### src/rtl/mc_timer_pkg.sv
package mc_timer_pkg;
  localparam int NSLOT = 4;

  localparam logic [3:0] A_CTRL  = 4'h0;
  localparam logic [3:0] A_PLIM  = 4'h1;
  localparam logic [3:0] A_PCNT  = 4'h2;
  localparam logic [3:0] A_TCNT  = 4'h3;
  localparam logic [3:0] A_FLAGS = 4'h4;
  localparam logic [3:0] A_MCFG  = 4'h5;
  localparam logic [3:0] A_OCFG  = 4'h6;
  localparam logic [3:0] A_CCFG  = 4'h7;

  typedef enum logic [1:0] {
    OUT_KEEP = 2'b00,
    OUT_LOW  = 2'b01,
    OUT_HIGH = 2'b10,
    OUT_FLIP = 2'b11
  } out_act_e;

  typedef struct packed {
    logic stop;
    logic clr;
    logic irq;
  } match_act_t;

  typedef struct packed {
    logic irq;
    logic fall;
    logic rise;
  } cap_sel_t;
endpackage

### src/rtl/tmr_count.sv
module tmr_count #(
  parameter int DW = 32
) (
  input  logic          clk,
  input  logic          rst_n,
  input  logic          run,
  input  logic          hold,
  input  logic [DW-1:0] plimit,
  input  logic          clr_hit,
  input  logic          stop_hit,
  output logic [DW-1:0] pc,
  output logic [DW-1:0] tc,
  output logic          tick
);
  localparam logic [DW-1:0] ONE = DW'(1);

  assign tick = run && !hold && (pc == plimit);

  always_ff @(posedge clk or negedge rst_n) begin
    if (!rst_n) begin
      pc <= '0;
      tc <= '0;
    end else if (hold) begin
      pc <= '0;
      tc <= '0;
    end else if (tick) begin
      pc <= '0;
      if (clr_hit)
        tc <= '0;
      else if (!stop_hit)
        tc <= tc + ONE;
    end else if (run) begin
      pc <= pc + ONE;
    end
  end
endmodule

### src/rtl/tmr_match.sv
module tmr_match
  import mc_timer_pkg::*;
#(
  parameter int DW  = 32,
  parameter int NCH = 4
) (
  input  logic                        clk,
  input  logic                        rst_n,
  input  logic                        tick,
  input  logic [DW-1:0]               tc,
  input  logic [NSLOT-1:0][DW-1:0]    mr,
  input  match_act_t [NSLOT-1:0]      acts,
  input  logic [NCH-1:0][1:0]         oact,
  output logic [NSLOT-1:0]            hit,
  output logic [NSLOT-1:0]            irq_set,
  output logic                        clr_hit,
  output logic                        stop_hit,
  output logic [NCH-1:0]              pins
);
  for (genvar i = 0; i < NSLOT; i++) begin : g_cmp
    assign hit[i] = tick && (tc == mr[i]);
  end

  always_comb begin
    clr_hit  = 1'b0;
    stop_hit = 1'b0;
    for (int i = 0; i < NSLOT; i++) begin
      irq_set[i] = hit[i] & acts[i].irq;
      clr_hit    = clr_hit  | (hit[i] & acts[i].clr);
      stop_hit   = stop_hit | (hit[i] & acts[i].stop);
    end
  end

  always_ff @(posedge clk or negedge rst_n) begin
    if (!rst_n) begin
      pins <= '0;
    end else begin
      for (int j = 0; j < NCH; j++) begin
        if (hit[j]) begin
          case (out_act_e'(oact[j]))
            OUT_LOW:  pins[j] <= 1'b0;
            OUT_HIGH: pins[j] <= 1'b1;
            OUT_FLIP: pins[j] <= ~pins[j];
            default:  pins[j] <= pins[j];
          endcase
        end
      end
    end
  end
endmodule

### src/rtl/tmr_capture.sv
module tmr_capture #(
  parameter int DW = 32
) (
  input  logic          clk,
  input  logic          rst_n,
  input  logic          pin,
  input  logic          en_rise,
  input  logic          en_fall,
  input  logic [DW-1:0] tc,
  output logic [DW-1:0] snap,
  output logic          fire
);
  logic [2:0] sh;

  always_ff @(posedge clk or negedge rst_n) begin
    if (!rst_n) sh <= '0;
    else        sh <= {sh[1:0], pin};
  end

  assign fire = (en_rise & sh[1] & ~sh[2]) | (en_fall & ~sh[1] & sh[2]);

  always_ff @(posedge clk or negedge rst_n) begin
    if (!rst_n)    snap <= '0;
    else if (fire) snap <= tc;
  end
endmodule

### src/rtl/mc_timer.sv
module mc_timer
  import mc_timer_pkg::*;
#(
  parameter int DW  = 32,
  parameter int NCH = 4
) (
  input  logic           clk,
  input  logic           rst_n,
  input  logic           bus_we,
  input  logic [3:0]     bus_addr,
  input  logic [DW-1:0]  bus_wdata,
  output logic [DW-1:0]  bus_rdata,
  input  logic [NCH-1:0] cap_in,
  output logic [NCH-1:0] match_out,
  output logic           irq
);
  localparam int FW = NSLOT + NCH;
  localparam int MW = 3 * NSLOT;
  localparam int OW = 2 * NCH;
  localparam int CW = 3 * NCH;

  logic                     run_q, hold_q;
  logic [DW-1:0]            plimit_q;
  logic [NSLOT-1:0][DW-1:0] mr_q;
  match_act_t [NSLOT-1:0]   mcfg_q;
  logic [NCH-1:0][1:0]      ocfg_q;
  cap_sel_t [NCH-1:0]       ccfg_q;
  logic [FW-1:0]            flags_q;

  logic [DW-1:0]            pc_w, tc_w;
  logic                     tick, clr_hit, stop_hit;
  logic [NSLOT-1:0]         hit_w, m_irq;
  logic [NCH-1:0]           cap_fire, c_irq;
  logic [NSLOT-1:0][DW-1:0] cap_pad;

  wire wr_ctrl  = bus_we && (bus_addr == A_CTRL);
  wire wr_plim  = bus_we && (bus_addr == A_PLIM);
  wire wr_flags = bus_we && (bus_addr == A_FLAGS);
  wire wr_mcfg  = bus_we && (bus_addr == A_MCFG);
  wire wr_ocfg  = bus_we && (bus_addr == A_OCFG);
  wire wr_ccfg  = bus_we && (bus_addr == A_CCFG);
  wire wr_mr    = bus_we && (bus_addr[3:2] == 2'b10);

  // control: a halting compare hit overrides a same-cycle write of run
  always_ff @(posedge clk or negedge rst_n) begin
    if (!rst_n) begin
      run_q  <= 1'b0;
      hold_q <= 1'b0;
    end else begin
      if (wr_ctrl) begin
        run_q  <= bus_wdata[0];
        hold_q <= bus_wdata[1];
      end
      if (stop_hit) run_q <= 1'b0;
    end
  end

  always_ff @(posedge clk or negedge rst_n) begin
    if (!rst_n) begin
      plimit_q <= '0;
      mr_q     <= '0;
      mcfg_q   <= '0;
      ocfg_q   <= '0;
      ccfg_q   <= '0;
    end else begin
      if (wr_plim) plimit_q <= bus_wdata;
      if (wr_mr)   mr_q[bus_addr[1:0]] <= bus_wdata;
      if (wr_mcfg) mcfg_q <= bus_wdata[MW-1:0];
      if (wr_ocfg) ocfg_q <= bus_wdata[OW-1:0];
      if (wr_ccfg) ccfg_q <= bus_wdata[CW-1:0];
    end
  end

  // flags: new events win over a same-cycle clear
  always_ff @(posedge clk or negedge rst_n) begin
    if (!rst_n)
      flags_q <= '0;
    else
      flags_q <= (flags_q & ~(wr_flags ? bus_wdata[FW-1:0] : {FW{1'b0}}))
               | {c_irq, m_irq};
  end

  assign irq = |flags_q;

  tmr_count #(.DW(DW)) u_count (
    .clk     (clk),
    .rst_n   (rst_n),
    .run     (run_q),
    .hold    (hold_q),
    .plimit  (plimit_q),
    .clr_hit (clr_hit),
    .stop_hit(stop_hit),
    .pc      (pc_w),
    .tc      (tc_w),
    .tick    (tick)
  );

  tmr_match #(.DW(DW), .NCH(NCH)) u_match (
    .clk     (clk),
    .rst_n   (rst_n),
    .tick    (tick),
    .tc      (tc_w),
    .mr      (mr_q),
    .acts    (mcfg_q),
    .oact    (ocfg_q),
    .hit     (hit_w),
    .irq_set (m_irq),
    .clr_hit (clr_hit),
    .stop_hit(stop_hit),
    .pins    (match_out)
  );

  for (genvar j = 0; j < NSLOT; j++) begin : g_cap
    if (j < NCH) begin : g_on
      logic [DW-1:0] snap;
      tmr_capture #(.DW(DW)) u_cap (
        .clk    (clk),
        .rst_n  (rst_n),
        .pin    (cap_in[j]),
        .en_rise(ccfg_q[j].rise),
        .en_fall(ccfg_q[j].fall),
        .tc     (tc_w),
        .snap   (snap),
        .fire   (cap_fire[j])
      );
      assign c_irq[j]   = cap_fire[j] & ccfg_q[j].irq;
      assign cap_pad[j] = snap;
    end else begin : g_off
      assign cap_pad[j] = '0;
    end
  end

  always_comb begin
    bus_rdata = '0;
    case (bus_addr)
      A_CTRL:  bus_rdata[1:0]    = {hold_q, run_q};
      A_PLIM:  bus_rdata         = plimit_q;
      A_PCNT:  bus_rdata         = pc_w;
      A_TCNT:  bus_rdata         = tc_w;
      A_FLAGS: bus_rdata[FW-1:0] = flags_q;
      A_MCFG:  bus_rdata[MW-1:0] = mcfg_q;
      A_OCFG:  bus_rdata[OW-1:0] = ocfg_q;
      A_CCFG:  bus_rdata[CW-1:0] = ccfg_q;
      default: begin
        if (bus_addr[3:2] == 2'b10) bus_rdata = mr_q[bus_addr[1:0]];
        else                        bus_rdata = cap_pad[bus_addr[1:0]];
      end
    endcase
  end
endmodule

### config.mk
export PLATFORM = sky130hd
export DESIGN_NAME = mc_timer
export DESIGN_NICKNAME = d
export VERILOG_FILES = /design/src/rtl/mc_timer_pkg.sv /design/src/rtl/tmr_count.sv /design/src/rtl/tmr_match.sv /design/src/rtl/tmr_capture.sv /design/src/rtl/mc_timer.sv
export SDC_FILE = /design/constraint.sdc
export NUM_CORES = 1
export LEC_CHECK = 0
export ABC_CLOCK_PERIOD_IN_PS = 3750
export BUFFER_PORTS_ARGS = -buffer_cell sky130_fd_sc_hd__buf_2
export CAP_MARGIN = 40
export CORE_MARGIN = 2
export CORE_UTILIZATION = 50
export DETAILED_ROUTE_END_ITERATION = 10
export GPL_TIMING_DRIVEN = 0
export PLACE_DENSITY = 0.67
export SYNTH_ARGS = -nofsm -noshare
export SYNTH_HDL_FRONTEND = slang
export SYNTH_SLANG_ARGS = --single-unit
### constraint.sdc
create_clock -name clk -period 3.75 [get_ports clk]
set_clock_uncertainty 0.2 [all_clocks]
set_input_delay 0.5625 -clock clk [delete_from_list [all_inputs] [get_ports clk]]
set_output_delay 0.5625 -clock clk [all_outputs]
set_load 0.02 [all_outputs]
==> results of run 1 <==
-- metrics by stage --
step	util	total power (µW)
after floorplan	-	6900
after global placement	0.533	7820
after detailed placement	0.540	7930
after CTS	0.577	12300
after global routing	0.577	12700
final	0.577	12300
-- power by group --
part / internal, µW / total (µW) / switching, µW / leakage, µW
clock network: 2500 / 4390 / 1880 / 0.000709
registers: 4950 / 5520 / 567 / 0.00535
logic: 1110 / 2430 / 1320 / 0.00446
-- layout by cell type, fill, tap and decap left out, drive strengths merged, types with 8 or more instances in the layout --
master  instances
a222oi         26
clkbuf        163
mux2          354
nand3b         11
inv            13
mux4           64
a31oi           8
or3            16
nor4           22
nand2b         10
nand2         115
o21ai          67
xor2           34
o31ai          14
nand4          48
a22oi          22
dfrtp         410
a21oi          18
and2           10
nand3          88
nor2b          10
and3            8
a22o            8
nor2           47
clkinv          8
xnor2         131
nor3           15
buf           157
-- area by class of cell --
type / instances / area, µm²
sequential: 410 / 10300
fill: 3472 / 17700
multi-input combinational: 1190 / 10400
timing repair buffer: 104 / 742
inverter: 11 / 41.3
clock buffer: 72 / 1370
tap: 539 / 674
clock inverter: 11 / 65.1
antenna: 1 / 2.50
buffer: 150 / 672
-- registers in the layout, summed over array words and instances, names as in the netlist --
signal,count
ocfg_q,8
u_match.pins,4
hold_q,1
u_count.pc,32
ccfg_q,12
g_cap.g_on.u_cap.sh,12
plimit_q,32
run_q,1
mcfg_q,12
u_count.tc,32
g_cap.g_on.u_cap.snap,128
flags_q,8
mr_q,128
-- critical path, stage by stage --
cell and delay [ns]:
clkbuf_1 0.33, buf_1 0.48, buf_8 0.23, mux4_2 0.55, mux2_2 0.30, nand2_1 0.14, nand2_1 0.14, buf_2 0.20
-- cells by family after synthesis --
kind of cell	after synthesis
compound gates	189
xor+xnor	165
fa+ha+maj	2
buf+inv	161
flops	410
mux	422
simple gates	412
-- final timing paths --
check / start / end / depth (start not counted)
worst min register to register: g_cap[2].g_on.u_cap.sh[0]$_DFF_PN0_ / g_cap[2].g_on.u_cap.sh[1]$_DFF_PN0_ / 0
worst min-delay path: bus_wdata[18] / mr_q[82]$_DFFE_PN0P_ / 2
worst max-delay path: bus_addr[0] / bus_rdata[15] / 8
worst max register to register: u_count.tc[30]$_DFFE_PN0P_ / u_count.tc[20]$_DFFE_PN0P_ / 10
min in group asynchronous: rst_n / g_cap[1].g_on.u_cap.sh[2]$_DFF_PN0_ / 2
max in group asynchronous: rst_n / g_cap[0].g_on.u_cap.snap[19]$_DFFE_PN0P_ / 4
-- timing repair --
item | CTS | global route
hold buffers | 5 | 0
setup endpoints to repair | 50 | 43
resized for setup | 15 | 12
endpoints found under the hold margin | 117 | 0
setup buffers | 0 | 0
-- metal layers --
layer / wire length, µm / part of all wire
met1: 29200 / 0.41
met4: 3200 / 0.045
met3: 6830 / 0.096
met2: 32300 / 0.45
met5: 0 / 0
==> flow_metrics.env, run 1 <==
export IMPL_holdWs_ns=0.0849
export IMPL_fmax_mhz=270
export IMPL_crit_type="in2out"
export IMPL_critical_path_arrival_ns=2.94
export IMPL_finalCriticalPeriod_ns=3.70
export IMPL_dp_cells=2399
export IMPL_post_place_ws_ns=-0.276
export IMPL_final_setup_worst_slack_ns=0.0520
export IMPL_leakage_uw=0.0105
export IMPL_ant_nets=0
export IMPL_setup_viol=0
export IMPL_place_area_um2=22700
export IMPL_netlist_instances=1761
export IMPL_dpl_hpwl_mm=53.7
export IMPL_root_buffer="clkbuf_16"
export IMPL_grt_util_met3=0.0670
export IMPL_final_cells=2488
export IMPL_tns_ns=0
export IMPL_regToRegSetupSlack_ns=0.14
export IMPL_core_um2=41900
export IMPL_wl_mm=71.5
export IMPL_irDropWorstVdd_mv=0.427
export IMPL_yosys_area_share_adder=0.00118
export IMPL_synth_edff_count=0
export IMPL_die_y_um=210
export IMPL_synth_most_common_cell="dfrtp_1"
export IMPL_synth_top_family_by_area="multiplexers"
export IMPL_die_w_um=210
export IMPL_yosysTopAreaCell="dfrtp_1"
export IMPL_syn_nets=1806
export IMPL_vias=15900
export IMPL_synth_top_cell_area_share=0.482
export IMPL_synth_seq_cells=410
export IMPL_grt_overflow=0
export IMPL_pin_count=80
export IMPL_grt_pass1_wl_mm=106
export IMPL_grt_util_met2=0.505
export IMPL_period_share=0.986
export IMPL_rsz0062_at_grt="yes"
export IMPL_critical_path_required_ns=2.99
export IMPL_drt_iter0_markers=2174
export IMPL_grt_pass1_vias=16100
export IMPL_finalHoldViolCount=0
export IMPL_syn_area_um2=21300
export IMPL_clk_pin_slew_ns=0.06
export IMPL_post_drt_wl_per_cell_um=28.7
export IMPL_cap_viol_max_count=0
export IMPL_hp_class="in2reg"
export IMPL_powerDensity_nw_per_um2=509
export IMPL_cts_htree_levels=2
export IMPL_drive_above_1_share=0.341
export IMPL_track_usage=0.330
export IMPL_place_congestion=0.983
export IMPL_grt_busiest_layer="met2"
export IMPL_grt_max_degree=116
export IMPL_cts_buffers=46
export IMPL_async_flop_share=1.00
export IMPL_maxSlewHeadroom=0.374
export IMPL_drcViolationCount=0
export IMPL_final_max_slew_viol_count=0
export IMPL_nNetsFinal=1958
export IMPL_timing_critical_path_from_type="input pin"
export IMPL_cts_sinks=410
export IMPL_antenna_found_initial=4
export IMPL_ys_flop_type="dfrtp_1"
export IMPL_synth_compound_area_share=0.0607
export IMPL_cts_tree="built"
export IMPL_die_area_um2=44200
export IMPL_cts_max_path_buffers=3
export IMPL_syn2layout_area_growth_pct=13.8
export IMPL_avgViaCountPerCell=6.39
export IMPL_gr_usage_met1=0.459
export IMPL_status="finished clean"
export IMPL_start_util=0.507
export IMPL_seq_area_frac_synth=0.482
export IMPL_io_buffers=76
export IMPL_insertion_delay_ns=0.59
export IMPL_path_max_fanout=9
export IMPL_rows=75
export IMPL_synth_area_per_cell_um2=12.1
export IMPL_crit_path_end_kind="primary output"
export IMPL_yosys_warnings=0
export IMPL_synthMuxAreaShare=0.257
export IMPL_first_pass_iters=8
export IMPL_ys_types=58
export IMPL_synth_simple_area_share=0.0989
export IMPL_final_area_um2=24200
export IMPL_synth_xor_area_frac=0.0679
export IMPL_synth_area_top_cells="dfrtp_1 48%, mux2_2 19%, mux4_2 6.8%, xnor2_1 5.4%, nand3_1 2.0%"
export IMPL_synth_common_cells="410 x dfrtp_1, 354 x mux2_2, 131 x xnor2_1"
export IMPL_worstMarginPinSlew_ns=0.938
(Power assumes the default switching activity.)
==> inputs of run 2 (changes only) <==
--- a/config.mk
+++ b/config.mk
@@ -10,6 +10,7 @@
 export CAP_MARGIN = 40
 export CORE_MARGIN = 2
 export CORE_UTILIZATION = 50
+export CTS_BUF_LIST = sky130_fd_sc_hd__clkbuf_4
 export DETAILED_ROUTE_END_ITERATION = 10
 export GPL_TIMING_DRIVEN = 0
 export PLACE_DENSITY = 0.67
==> run 2 against run 1 <==
Effect of this change:
- global-route usage grew 0.45 points
- core utilization grew 0.95 points
- largest power group unchanged
- critical path depth shrank 1
- sequential power is essentially flat
- wire length grew 1.1%
- combinational power is essentially flat
- sequential share of layout area shrank 0.68 points
- final cell count grew 6.3%
- setup slack gained 0.0099 ns
==> flow_metrics.env, run 2 (synthesis results as in run 1) <==
export IMPL_regArea_um2=10300
export IMPL_period_share=0.983
export IMPL_dpl_hpwl_mm=53.7
export IMPL_final_cells=2644
export IMPL_crit_chain="clkbuf_1 -> nand2b_1 -> nor3_1 -> clkbuf_1 -> a22oi_1 -> nand3_1 -> buf_2"
export IMPL_cts_max_path_buffers=3
export IMPL_syn2layout_area_growth_pct=15.6
export IMPL_grt_busiest_layer="met2"
export IMPL_first_pass_iters=7
export IMPL_nNetsFinal=2057
export IMPL_pin_count=80
export IMPL_worstMarginPinSlew_ns=0.927
export IMPL_final_max_slew_viol_count=0
export IMPL_die_y_um=210
export IMPL_final_common_cell="dfrtp_1"
export IMPL_cap_viol_max_count=0
export IMPL_timing_critical_path_from_type="input pin"
export IMPL_drcViolationCount=0
export IMPL_wl_mm=72.3
export IMPL_start_util=0.507
export IMPL_critical_path_required_ns=2.99
export IMPL_track_usage=0.334
export IMPL_critical_path_max_stage_delay_ns=0.68
export IMPL_post_cts_buffers=0
export IMPL_drt_iter0_markers=2216
export IMPL_grt_max_degree=116
export IMPL_rows=75
export IMPL_ant_nets=0
export IMPL_powerDensity_nw_per_um2=496
export IMPL_place_congestion=0.983
export IMPL_rsz0062_at_grt="no"
export IMPL_gr_usage_met1=0.459
export IMPL_grt_overflow=0
export IMPL_insertion_delay_ns=0.91
export IMPL_final_cell_mix="410 x dfrtp_1, 354 x mux2_2, 179 x clkbuf_4"
export IMPL_irDropWorstVdd_mv=0.256
export IMPL_dp_cells=2399
export IMPL_drive_above_1_share=0.371
export IMPL_finalCriticalPeriod_ns=3.69
export IMPL_crit_path_end_kind="primary output"
export IMPL_antenna_found_initial=5
export IMPL_post_route_util=0.587
export IMPL_critical_path_top_delay_family="buffers and inverters"
export IMPL_fmax_mhz=271
export IMPL_io_buffers=76
export IMPL_die_w_um=210
export IMPL_root_buffer="clkbuf_4"
export IMPL_regToRegSetupSlack_ns=0.15
export IMPL_leakage_uw=0.0108
export IMPL_maxSlewHeadroom=0.382
export IMPL_cts_buffers=112
export IMPL_grt_pass1_vias=16800
export IMPL_post_drt_wl_per_cell_um=27.3
export IMPL_place_area_um2=22700
export IMPL_critical_path_arrival_ns=2.93
export IMPL_vias=16500
export IMPL_crit_type="in2out"
export IMPL_cts_sinks=410
export IMPL_cpMostUsedCell="clkbuf_1"
export IMPL_grt_util_met2=0.507
export IMPL_grt_pass1_wl_mm=108
export IMPL_cp_slowest_cell="clkbuf_1"
export IMPL_cts_tree="built"
export IMPL_finalHoldViolCount=0
export IMPL_reg_top3="g_cap.g_on.u_cap.snap: 128 flops, mr_q: 128 flops"
export IMPL_core_um2=41900
export IMPL_grt_util_met3=0.0755
export IMPL_multiInputGateArea_um2=10400
export IMPL_final_area_um2=24600
export IMPL_die_area_um2=44200
export IMPL_hp_class="in2reg"
export IMPL_avgViaCountPerCell=6.25
export IMPL_cts_htree_levels=3
export IMPL_worst_path_buf_inv=3
export IMPL_status="finished clean"
export IMPL_clk_pin_slew_ns=0.07
export IMPL_path_max_fanout=10
export IMPL_fillerInstances=3515
export IMPL_setup_viol=0
run 2: repair_timing:
action / CTS / global route
endpoints found under the setup margin: 50 / 43
gates cloned: 0 / 0
hold endpoints to repair: 318 / 0
hold buffers: 38 / 0
resized for setup: 16 / 12
run 2: layer usage:
layer	vias up	routed length, µm	part of all wire
met5	-	0	0
met4	0	3400	0.047
met3	189	6990	0.097
met2	868	32500	0.45
met1	8442	29400	0.41
li1	7033	-	-
run 2: worst paths after layout:
kind	startpoint	to	cells after the start
hold reg to reg	g_cap[2].g_on.u_cap.sh[0]$_DFF_PN0_	g_cap[2].g_on.u_cap.sh[1]$_DFF_PN0_	0
hold / removal	cap_in[3]	g_cap[3].g_on.u_cap.sh[0]$_DFF_PN0_	2
max in group asynchronous	rst_n	g_cap[3].g_on.u_cap.snap[16]$_DFFE_PN0P_	4
setup reg to reg	u_count.pc[20]$_DFFE_PN0P_	u_count.pc[29]$_DFFE_PN0P_	9
setup / recovery	bus_addr[0]	bus_rdata[2]	7
min in group asynchronous	rst_n	g_cap[3].g_on.u_cap.sh[1]$_DFF_PN0_	2
run 2: report_power, final:
part	switching, µW	internal, µW	total (µW)
clock	1970	2270	4230
combinational	1320	1130	2450
sequential	566	4950	5520
total	3850	8350	12200
run 2: cell type report:
| cell class | count | area share |
|---|---|---|
| plain buffers | 150 | 0.0274 |
| multi-input cells | 1190 | 0.422 |
| repair buffers | 137 | 0.0436 |
| flip-flops and latches | 410 | 0.417 |
| clock buffers | 178 | 0.0543 |
| inverters | 11 | 0.00168 |
| well taps | 539 | 0.0274 |
| clock inverters | 24 | 0.00620 |
| diodes | 5 | 0.000508 |
run 2: per-stage QoR:
| step | hold slack [ns] | power, µW | setup WS (ns) | TNS, ns |
|---|---|---|---|---|
| after floorplan | 0.0669 | 6900 | 0.551 | 0 |
| after global routing | 0.0506 | 12700 | 0.00205 | 0 |
| after CTS | 0.0529 | 12200 | 0.00128 | 0 |
| after global placement | 0.132 | 7820 | -6.19 | -2520.29 |
| after detailed placement | 0.136 | 7930 | -0.276 | -6.07 |
| final | 0.104 | 12200 | 0.0619 | 0 |
==> inputs of run 3 (changes only) <==
--- a/config.mk
+++ b/config.mk
@@ -7,13 +7,13 @@
 export LEC_CHECK = 0
 export ABC_CLOCK_PERIOD_IN_PS = 3750
 export BUFFER_PORTS_ARGS = -buffer_cell sky130_fd_sc_hd__buf_2
-export CAP_MARGIN = 40
+export CAP_MARGIN = 20
 export CORE_MARGIN = 2
-export CORE_UTILIZATION = 50
+export CORE_UTILIZATION = 44
 export CTS_BUF_LIST = sky130_fd_sc_hd__clkbuf_4
 export DETAILED_ROUTE_END_ITERATION = 10
 export GPL_TIMING_DRIVEN = 0
-export PLACE_DENSITY = 0.67
+export SLEW_MARGIN = 20
 export SYNTH_ARGS = -nofsm -noshare
 export SYNTH_HDL_FRONTEND = slang
 export SYNTH_SLANG_ARGS = --single-unit
==> run 3 against run 2 <==
Effect of this change:
- via count shrank 0.96%
- die area grew 13%
- sequential power is essentially flat
- global-route usage shrank 3.6 points
- hold slack gained 0.011 ns
- wire length grew 1.6%
- register-to-register slack is essentially flat
- sequential share of layout area shrank 0.068 points
- fmax grew 1.8%
- non-clock buffer count shrank 14
- first-iteration DRC count shrank 21%
- total power shrank 0.25%
- critical endpoint unchanged
- highest routed layer unchanged
==> flow_metrics.env, run 3 (synthesis results as in run 1) <==
export IMPL_nNetsFinal=2046
export IMPL_wl_mm=73.4
export IMPL_crit_type="in2out"
export IMPL_final_common_cell="dfrtp_1"
export IMPL_avgViaCountPerCell=6.04
export IMPL_holdPathStages=2
export IMPL_grt_overflow=0
export IMPL_final_area_um2=24700
export IMPL_track_usage=0.298
export IMPL_core_um2=47700
export IMPL_fmax_mhz=276
export IMPL_drcViolationCount=0
export IMPL_pin_count=80
export IMPL_critical_path_arrival_ns=2.86
export IMPL_path_max_fanout=10
export IMPL_final_cell_mix="410 x dfrtp_1, 354 x mux2_2, 181 x clkbuf_4"
export IMPL_die_area_um2=50200
export IMPL_crit_start="bus_addr[0]"
export IMPL_start_util=0.446
export IMPL_finalHoldViolCount=0
export IMPL_final_max_slew_viol_count=0
export IMPL_timing_critical_path_from_type="input pin"
export IMPL_first_pass_iters=7
export IMPL_leakage_uw=0.0108
export IMPL_grt_max_degree=98
export IMPL_root_buffer="clkbuf_4"
export IMPL_worstMarginPinSlew_ns=1.21
export IMPL_critical_path_required_ns=2.99
export IMPL_cts_max_path_buffers=3
export IMPL_cts_htree_levels=3
export IMPL_post_drt_wl_per_cell_um=27.1
export IMPL_period_share=0.966
export IMPL_worst_r2r_path_depth=11
export IMPL_reg_top3="g_cap.g_on.u_cap.snap: 128 flops, mr_q: 128 flops"
export IMPL_grt_pass1_vias=16500
export IMPL_cts_tree="built"
export IMPL_hp_class="in2reg"
export IMPL_cts_sinks=410
export IMPL_place_area_um2=22600
export IMPL_setup_viol=0
export IMPL_holdWs_ns=0.116
export IMPL_r2r_start="u_count.tc[1]$_DFFE_PN0P_"
export IMPL_clk_pin_slew_ns=0.06
export IMPL_antenna_found_initial=2
export IMPL_cts_buffers=115
export IMPL_min_delay_start="cap_in[3]"
export IMPL_drive_above_1_share=0.375
export IMPL_crit_path_end_kind="primary output"
export IMPL_dpl_hpwl_mm=54.4
export IMPL_grt_pass1_wl_mm=109
export IMPL_tns_ns=0
export IMPL_final_setup_worst_slack_ns=0.126
export IMPL_irDropWorstVdd_mv=0.278
export IMPL_io_buffers=76
export IMPL_rsz0062_at_grt="no"
export IMPL_cap_viol_max_count=0
export IMPL_syn2layout_area_growth_pct=15.8
export IMPL_insertion_delay_ns=0.92
export IMPL_die_y_um=224
export IMPL_maxSlewHeadroom=0.194
export IMPL_status="finished clean"
export IMPL_powerDensity_nw_per_um2=494
export IMPL_post_place_ws_ns=-0.375
export IMPL_vias=16400
export IMPL_die_w_um=224
export IMPL_drt_iter0_markers=1743
export IMPL_ant_nets=0
export IMPL_rows=80
export IMPL_place_congestion=1.00
export IMPL_finalCriticalPeriod_ns=3.62
run 3: timing repair:
item / in CTS / in global routing
hold buffers: 40 / 0
hold endpoints to repair: 307 / 0
resized for setup: 22 / 17
endpoints found under the setup margin: 59 / 55
buffers inserted: 0 / 1
pin swaps: 0 / 1
run 3: final timing paths:
path	end	slack [ns]
setup / recovery	bus_rdata[2]	0.13
hold / removal	g_cap[3].g_on.u_cap.sh[0]$_DFF_PN0_	0.12
setup reg to reg	u_count.tc[9]$_DFFE_PN0P_	0.14
hold reg to reg	g_cap[1].g_on.u_cap.sh[1]$_DFF_PN0_	0.15
max in group asynchronous	g_cap[2].g_on.u_cap.snap[14]$_DFFE_PN0P_	1.52
min in group asynchronous	ccfg_q[2]$_DFFE_PN0P_	0.57
run 3: layout make-up:
type                       count  area, µm²
clock inverter                32        168
clock buffer                 179       1340
multi-input combinational   1190      10400
timing repair buffer         123        957
fill                        4251      23100
inverter                      11       41.3
sequential                   410      10300
tap                          615        769
antenna                        2       5.00
buffer                       150        696
run 3: worst max-delay path, stage by stage:
cell      delay [ns]
clkbuf_1        0.28
clkbuf_4        0.42
clkbuf_1        0.45
mux2_2          0.39
a22oi_1         0.15
nor2_1          0.12
a21oi_1         0.15
nand3_1         0.12
buf_2           0.21
run 3: report_power, final:
group	internal (µW)	total (µW)	switching (µW)
sequential	4950	5530	573
combinational	1120	2430	1310
clock	2230	4220	1980
run 3: metrics by stage:
step                cells  total power, µW  utilization
finish               2712            12200        0.516
global route         2712            12700        0.516
CTS                  2709            12200        0.516
detailed placement   2458             7920        0.474
global placement     2452             7850        0.470
floorplan            1761             6900            -
run 3: routing by layer:
metal | part of all wire | vias to the layer above | GRT usage
met5 | 0 | - | 0
li1 | - | 7007 | -
met1 | 0.42 | 8414 | 0.403
met3 | 0.086 | 189 | 0.0758
met4 | 0.052 | 0 | 0.143
met2 | 0.44 | 763 | 0.448
